## config.mk

```make
export PLATFORM = sky130hd
export DESIGN_NAME = spi_port
export DESIGN_NICKNAME = d
export VERILOG_FILES = /design/src/rtl/spi_pkg.sv /design/src/rtl/spi_sync.sv /design/src/rtl/spi_clk_div.sv /design/src/rtl/spi_shifter.sv /design/src/rtl/spi_port.sv
export SDC_FILE = /design/constraint.sdc
export NUM_CORES = 1
export LEC_CHECK = 0
export BUFFER_PORTS_ARGS = -buffer_cell sky130_fd_sc_hd__buf_4
export CORE_ASPECT_RATIO = 0.5
export CORE_MARGIN = 2
export CORE_UTILIZATION = 30
export CTS_CLUSTER_SIZE = 24
export DETAILED_ROUTE_END_ITERATION = 8
export GPL_TIMING_DRIVEN = 0
export PLACE_DENSITY = 0.58
export RECOVER_POWER = 100
export SYNTH_ARGS = -nofsm -noshare
export SYNTH_HDL_FRONTEND = slang
export SYNTH_SLANG_ARGS = --single-unit
```

## constraint.sdc

```tcl
create_clock -name clk_i -period 4 [get_ports clk_i]
set_clock_uncertainty 0.15 [all_clocks]
set_input_delay 0.6 -clock clk_i [delete_from_list [all_inputs] [get_ports clk_i]]
set_output_delay 0.6 -clock clk_i [all_outputs]
set_load 0.005 [all_outputs]
```

## src/rtl/spi_pkg.sv

```systemverilog
package spi_pkg;
  localparam logic [1:0] ADDR_CTRL = 2'd0;
  localparam logic [1:0] ADDR_STAT = 2'd1;
  localparam logic [1:0] ADDR_DATA = 2'd2;
  localparam int DIV_W = 7;

  typedef struct packed {
    logic       irq_en;
    logic       en;
    logic       lsb_first;
    logic       master;
    logic       cpol;
    logic       cpha;
    logic [1:0] rate;
  } ctrl_t;

  // SCK half period in system clocks
  function automatic logic [DIV_W-1:0] half_period(input logic [1:0] rate);
    case (rate)
      2'd0:    half_period = DIV_W'(2);
      2'd1:    half_period = DIV_W'(8);
      2'd2:    half_period = DIV_W'(32);
      default: half_period = DIV_W'(64);
    endcase
  endfunction
endpackage

```

## src/rtl/spi_sync.sv

```systemverilog
module spi_sync #(
  parameter int W      = 3,
  parameter int STAGES = 2
) (
  input  logic         clk_i,
  input  logic         rst_ni,
  input  logic [W-1:0] d_i,
  input  logic [W-1:0] rst_val_i,
  output logic [W-1:0] q_o
);
  logic [W-1:0] stg_q [STAGES];

  for (genvar s = 0; s < STAGES; s++) begin : g_stage
    always_ff @(posedge clk_i or negedge rst_ni) begin
      if (!rst_ni) stg_q[s] <= rst_val_i;
      else if (s == 0) stg_q[s] <= d_i;
      else stg_q[s] <= stg_q[(s > 0) ? s-1 : 0];
    end
  end

  assign q_o = stg_q[STAGES-1];
endmodule

```

## src/rtl/spi_clk_div.sv

```systemverilog
module spi_clk_div
  import spi_pkg::*;
(
  input  logic       clk_i,
  input  logic       rst_ni,
  input  logic       run_i,
  input  logic [1:0] rate_i,
  output logic       tick_o
);
  logic [DIV_W-1:0] cnt_q;
  logic [DIV_W-1:0] last;

  assign last   = half_period(rate_i) - DIV_W'(1);
  assign tick_o = run_i && (cnt_q == last);

  always_ff @(posedge clk_i or negedge rst_ni) begin
    if (!rst_ni)               cnt_q <= '0;
    else if (!run_i || tick_o) cnt_q <= '0;
    else                       cnt_q <= cnt_q + DIV_W'(1);
  end
endmodule

```

## src/rtl/spi_shifter.sv

```systemverilog
module spi_shifter #(
  parameter int W = 8
) (
  input  logic         clk_i,
  input  logic         rst_ni,
  input  logic         clear_i,
  input  logic         load_i,
  input  logic [W-1:0] load_data_i,
  input  logic         lsb_first_i,
  input  logic         cpha_i,
  input  logic         lead_i,
  input  logic         trail_i,
  input  logic         sdi_i,
  output logic         sdo_o,
  output logic         done_o,
  output logic [W-1:0] data_o
);
  localparam int CNT_W = $clog2(W + 1);

  logic [W-1:0]     sr_q;
  logic [CNT_W-1:0] cnt_q;
  logic             samp_q, out_q, done_q;
  logic             sr_end, shift_in;
  logic [W-1:0]     sr_shifted;

  assign sr_end     = lsb_first_i ? sr_q[0] : sr_q[W-1];
  assign shift_in   = cpha_i ? sdi_i : samp_q;
  assign sr_shifted = lsb_first_i ? {shift_in, sr_q[W-1:1]} : {sr_q[W-2:0], shift_in};

  always_ff @(posedge clk_i or negedge rst_ni) begin
    if (!rst_ni) begin
      sr_q   <= '0;
      cnt_q  <= '0;
      samp_q <= 1'b0;
      out_q  <= 1'b0;
      done_q <= 1'b0;
    end else begin
      done_q <= 1'b0;
      if (load_i) sr_q <= load_data_i;
      if (clear_i) begin
        cnt_q <= '0;
      end else begin
        if (lead_i) begin
          if (cpha_i) out_q  <= sr_end;
          else        samp_q <= sdi_i;
        end
        if (trail_i) begin
          sr_q <= sr_shifted;
          if (cnt_q == CNT_W'(W - 1)) begin
            cnt_q  <= '0;
            done_q <= 1'b1;
          end else begin
            cnt_q <= cnt_q + CNT_W'(1);
          end
        end
      end
    end
  end

  assign sdo_o  = cpha_i ? out_q : sr_end;
  assign done_o = done_q;
  assign data_o = sr_q;
endmodule

```

## src/rtl/spi_port.sv

```systemverilog
module spi_port
  import spi_pkg::*;
#(
  parameter int SYNC_STAGES = 2
) (
  input  logic       clk_i,
  input  logic       rst_ni,
  input  logic [1:0] reg_addr_i,
  input  logic       reg_wr_i,
  input  logic [7:0] reg_wdata_i,
  output logic [7:0] reg_rdata_o,
  input  logic       ser_int_en_i,
  output logic       irq_o,
  input  logic       sck_i,
  output logic       sck_o,
  output logic       sck_oe_o,
  input  logic       mosi_i,
  output logic       mosi_o,
  output logic       mosi_oe_o,
  input  logic       miso_i,
  output logic       miso_o,
  output logic       miso_oe_o,
  input  logic       ss_ni,
  output logic       ss_no
);
  localparam int W = 8;

  ctrl_t        ctrl_q;
  logic         spif_q, wcol_q, m_busy_q, s_busy_q, sck_q, s_sck_d_q;
  logic [W-1:0] rxbuf_q, sr_data;
  logic         wr_ctrl, wr_stat, wr_data;
  logic         m_mode, s_mode, busy, tick, m_lead, m_trail;
  logic         s_ss, s_sck, s_mosi, s_active, s_edge, s_lead, s_trail;
  logic         lead, trail, sdi, sdo, done, clear;
  logic [2:0]   sync_q;

  assign wr_ctrl = reg_wr_i && reg_addr_i == ADDR_CTRL;
  assign wr_stat = reg_wr_i && reg_addr_i == ADDR_STAT;
  assign wr_data = reg_wr_i && reg_addr_i == ADDR_DATA;
  assign m_mode  = ctrl_q.en && ctrl_q.master;
  assign s_mode  = ctrl_q.en && !ctrl_q.master;
  assign busy    = ctrl_q.master ? m_busy_q : s_busy_q;

  // master clock generation
  spi_clk_div u_div (
    .clk_i  (clk_i),
    .rst_ni (rst_ni),
    .run_i  (m_busy_q),
    .rate_i (ctrl_q.rate),
    .tick_o (tick)
  );

  assign m_lead  = tick && (sck_q == ctrl_q.cpol);
  assign m_trail = tick && (sck_q != ctrl_q.cpol);

  // slave inputs: {ss, sck, mosi}
  spi_sync #(.W(3), .STAGES(SYNC_STAGES)) u_sync (
    .clk_i     (clk_i),
    .rst_ni    (rst_ni),
    .d_i       ({ss_ni, sck_i, mosi_i}),
    .rst_val_i (3'b100),
    .q_o       (sync_q)
  );

  assign {s_ss, s_sck, s_mosi} = sync_q;
  assign s_active = s_mode && !s_ss;
  assign s_edge   = s_sck != s_sck_d_q;
  assign s_lead   = s_active && s_edge && (s_sck != ctrl_q.cpol);
  assign s_trail  = s_active && s_edge && (s_sck == ctrl_q.cpol);

  assign lead  = ctrl_q.master ? m_lead  : s_lead;
  assign trail = ctrl_q.master ? m_trail : s_trail;
  assign sdi   = ctrl_q.master ? miso_i  : s_mosi;
  assign clear = ctrl_q.master ? !m_busy_q : !s_active;

  spi_shifter #(.W(W)) u_shift (
    .clk_i       (clk_i),
    .rst_ni      (rst_ni),
    .clear_i     (clear),
    .load_i      (wr_data && !busy),
    .load_data_i (reg_wdata_i),
    .lsb_first_i (ctrl_q.lsb_first),
    .cpha_i      (ctrl_q.cpha),
    .lead_i      (lead),
    .trail_i     (trail),
    .sdi_i       (sdi),
    .sdo_o       (sdo),
    .done_o      (done),
    .data_o      (sr_data)
  );

  always_ff @(posedge clk_i or negedge rst_ni) begin
    if (!rst_ni) begin
      ctrl_q    <= '0;
      spif_q    <= 1'b0;
      wcol_q    <= 1'b0;
      rxbuf_q   <= '0;
      m_busy_q  <= 1'b0;
      s_busy_q  <= 1'b0;
      sck_q     <= 1'b0;
      s_sck_d_q <= 1'b0;
    end else begin
      if (wr_ctrl) ctrl_q <= ctrl_t'(reg_wdata_i);
      s_sck_d_q <= s_sck;

      if (!m_mode || done)              m_busy_q <= 1'b0;
      else if (wr_data && !m_busy_q)    m_busy_q <= 1'b1;

      if (!s_active || done)            s_busy_q <= 1'b0;
      else if (s_lead || s_trail)       s_busy_q <= 1'b1;

      if (!m_busy_q)  sck_q <= ctrl_q.cpol;
      else if (tick)  sck_q <= ~sck_q;

      if (done) rxbuf_q <= sr_data;
      // flags: set wins over a clearing write in the same cycle
      spif_q <= (spif_q && !(wr_stat && !reg_wdata_i[7])) || done;
      wcol_q <= (wcol_q && !(wr_stat && !reg_wdata_i[6])) || (wr_data && busy);
    end
  end

  always_comb begin
    case (reg_addr_i)
      ADDR_CTRL: reg_rdata_o = ctrl_q;
      ADDR_STAT: reg_rdata_o = {spif_q, wcol_q, 6'b0};
      ADDR_DATA: reg_rdata_o = rxbuf_q;
      default:   reg_rdata_o = '0;
    endcase
  end

  assign irq_o     = spif_q && ctrl_q.irq_en && ser_int_en_i;
  assign sck_o     = m_busy_q ? sck_q : ctrl_q.cpol;
  assign sck_oe_o  = m_mode;
  assign mosi_o    = sdo;
  assign mosi_oe_o = m_mode;
  assign miso_o    = sdo;
  assign miso_oe_o = s_mode && !ss_ni;
  assign ss_no     = !m_busy_q;
endmodule

```

==> impl_metrics.yaml <==
outcome:
  outcome: "completed"
clock_network:
  cts_setup_buffers: 0
  clk_latency_ns: 0.29
  cts.sinks: 50
  clockBufferDepth: 2
  cts_tree: "yes"
  cts_resized: 0
  cts-root-buf: "clkbuf_16"
  clk_pin_slew_ns: 0.07
  ctsHoldBuffers: 0
  cts_htree_levels: 2
  cts_buffers: 5
pwr:
  p_switching_uw: 420
  p_comb_share_pct: 23.5
  irDropWorstVdd_mv: 0.206
  finalPower_uw: 1410
  internal_power_uw: 994
  power_leakage_uw: 0.00136
  powerDensity_nw_per_um2: 462
  switching_share_pct: 29.7
  clkPwrFrac_pct: 29.4
  power.share.sequential_pct: 47.1
sta:
  finalSetupViolCount: 0
  rsz0062_at_grt: "no"
  setup_tns_ns: 0
  finalMaxSlewViolations: 0
  hold_viol: 0
  period_share_pct: 68.9
  relSlewSlack_pct: 32.1
  hold_slack_ns: 0.174
  tightest_slew_ns: 0.993
  timing.fmax_mhz: 363
  period_minus_slack_ns: 2.76
placement:
  place_area_sq_um: 2950
  hpwl_mm: 3.97
  io_buffers: 33
  place_congestion: 0.830
synthesis:
  synth.avg_cell_area_sq_um: 11.4
  synth_seq_cells: 50
  ys_types: 49
  yosysSeqAreaShare_pct: 49.0
  netlist.area_leader.share_pct: 47.0
  yosys-top-cells-count: "48 x dfrtp_1, 35 x mux2i_1, 19 x mux2_2"
  ys_async_sr_fraction_pct: 100
  synthFlopType: "dfrtp_1"
  syn_nets: 244
  yosys.area.top_type: "dfrtp_1"
  synth.area.top_cells: "dfrtp_1 47%, mux2i_1 14%, mux2_2 8.4%"
  yosysMostFrequentCell: "dfrtp_1"
  synth_cells: 224
  synth_area_sq_um: 2560
  synth_edf_count: 0
  synth-warning-count: 0
grt:
  grt_pass1_vias: 1945
  grt-ovfl-total: 0
  track_usage_pct: 12.9
  grt_pass1_wl_mm: 9.62
  grt_max_degree: 51
  antenna_found_initial: 0
critical_path:
  cp-start-kind: "flip-flop"
  cp.required_ns: 4.06
  crit_arrival_ns: 2.82
  critPathKind: "flip-flop to flip-flop"
  crit_fanout: 10
  critPathCaptureType: "flip-flop"
finish:
  num-nets-final: 284
  drive_gt1_share_pct: 25.3
  antenna_cells: 0
  final_util_pct: 37.6
  design_area_sq_um: 3060
  synthToLayoutAreaGrowth_pct: 19.7
routing:
  vias_per_cell: 4.73
  drc: 0
  num_vias: 1785
  drtIter0Drc: 81
  drtPass1Iterations: 4
  wl_mm: 5.50
  ant_nets: 0
  wire_per_inst_microns: 14.6
floorplanning:
  core_area_sq_um: 8140
  die_w_microns: 135
  dieArea_sq_um: 9320
  rows: 23
  io_pins: 34
  initial_core_util_pct: 31.4
  dieHeight_microns: 69.3
job:
  max_cap_violations: 0
hold_path:
  hp-class: "input port to async pin"
## flip-flops by register name, indices dropped and copies added, names as in the netlist, 3 cells and up
signal and cells:
u_sync.stg_q 3, ctrl_q 8, u_div.cnt_q 7, u_sync.q_o 3
rxbuf_q 8, u_shift.cnt_q 4, u_shift.data_o 8
## power by group through the flow
stage / clock network, uW / logic (uW) / registers [uW]
5_1_grt: 452 / 371 / 677
4_1_cts: 432 / 353 / 664
6_report: 417 / 332 / 666
3_3_place_gp: 0 / 345 / 671
3_5_place_dp: 0 / 350 / 674
2_1_floorplan: 0 / 244 / 646
## critical path, stage by stage, from the launching register on
cell and delay (ns):
dfrtp_1 0.49, nor4b_2 0.35, o31ai_2 0.14, a211o_1 0.35, a21oi_1 0.27, clkbuf_1 0.62, and4_1 0.32
## cells by family (layout without fill, tap and decap cells)
| kind of cell | count (synthesis) | in the layout | share of synthesized area [%] |
|---|---|---|---|
| and+or+nand+nor | 58 | 58 | 12.3 |
| muxes | 54 | 54 | 22.1 |
| DFF | 50 | 50 | 49.0 |
| AOI/OAI and AO/OA | 31 | 31 | 9.20 |
| buffers and inverters | 21 | 62 | 3.72 |
| xor gates and xnor gates | 8 | 8 | 2.74 |
| adders and majority gates | 2 | 2 | 0.978 |
## per-stage QoR
stage               std cells  setup slack, ns
floorplan                 224             2.01
global placement          369             1.52
detailed placement        369             1.52
CTS                       377             1.53
global route              377             1.08
finish                    377             1.24
## layout make-up
type | instances | area, sq um
buffer | 11 | 48.8
multi-input combinational | 153 | 1190
sequential | 50 | 1250
clock inverter | 3 | 21.3
fill | 818 | 5080
tap | 112 | 140
clock buffer | 5 | 125
inverter | 10 | 37.5
timing repair buffer | 33 | 244
## layer usage
layer,track usage [%],share of wire (%)
met4,3.86,1.0
met2,21.4,48
met3,2.41,2.2
met5,0,0
met1,17.1,49
## final timing paths
kind	from	to	slack, ns	cells after the start
max in group asynchronous	rst_ni	u_div.cnt_q[2]	3.09	1
worst max-delay path	ctrl_q[1]	u_shift.done_o	1.24	6
worst min-delay path	rst_ni	rxbuf_q[0]	0.17	1
worst max register to register	ctrl_q[1]	u_shift.done_o	1.24	6
min in group clk_i	u_sync.stg_q[3]	u_sync.q_o[0]	0.20	0
worst min register to register	u_sync.stg_q[3]	u_sync.q_o[0]	0.20	0
## placed cells by master, fill, tap and decap left out, types with 2 or more instances in the layout
cell type,instances
a211oi_1,2
nor3b_1,3
o21ai_0,7
clkbuf_4,15
and4_1,2
a21oi_1,5
nor2b_1,4
a221o_1,3
nand2b_1,3
ha_1,2
clkbuf_16,5
clkbuf_1,10
dfrtp_1,48
nor2_1,18
a31oi_1,2
a2111oi_0,2
inv_1,10
mux2i_1,35
nand3_1,3
nor3_1,2
and3_1,2
o22ai_1,2
dfstp_2,2
buf_4,19
nand2_1,11
mux2_2,19
xnor2_1,5
xor2_1,3
Power figures use the tool's default switching activity.
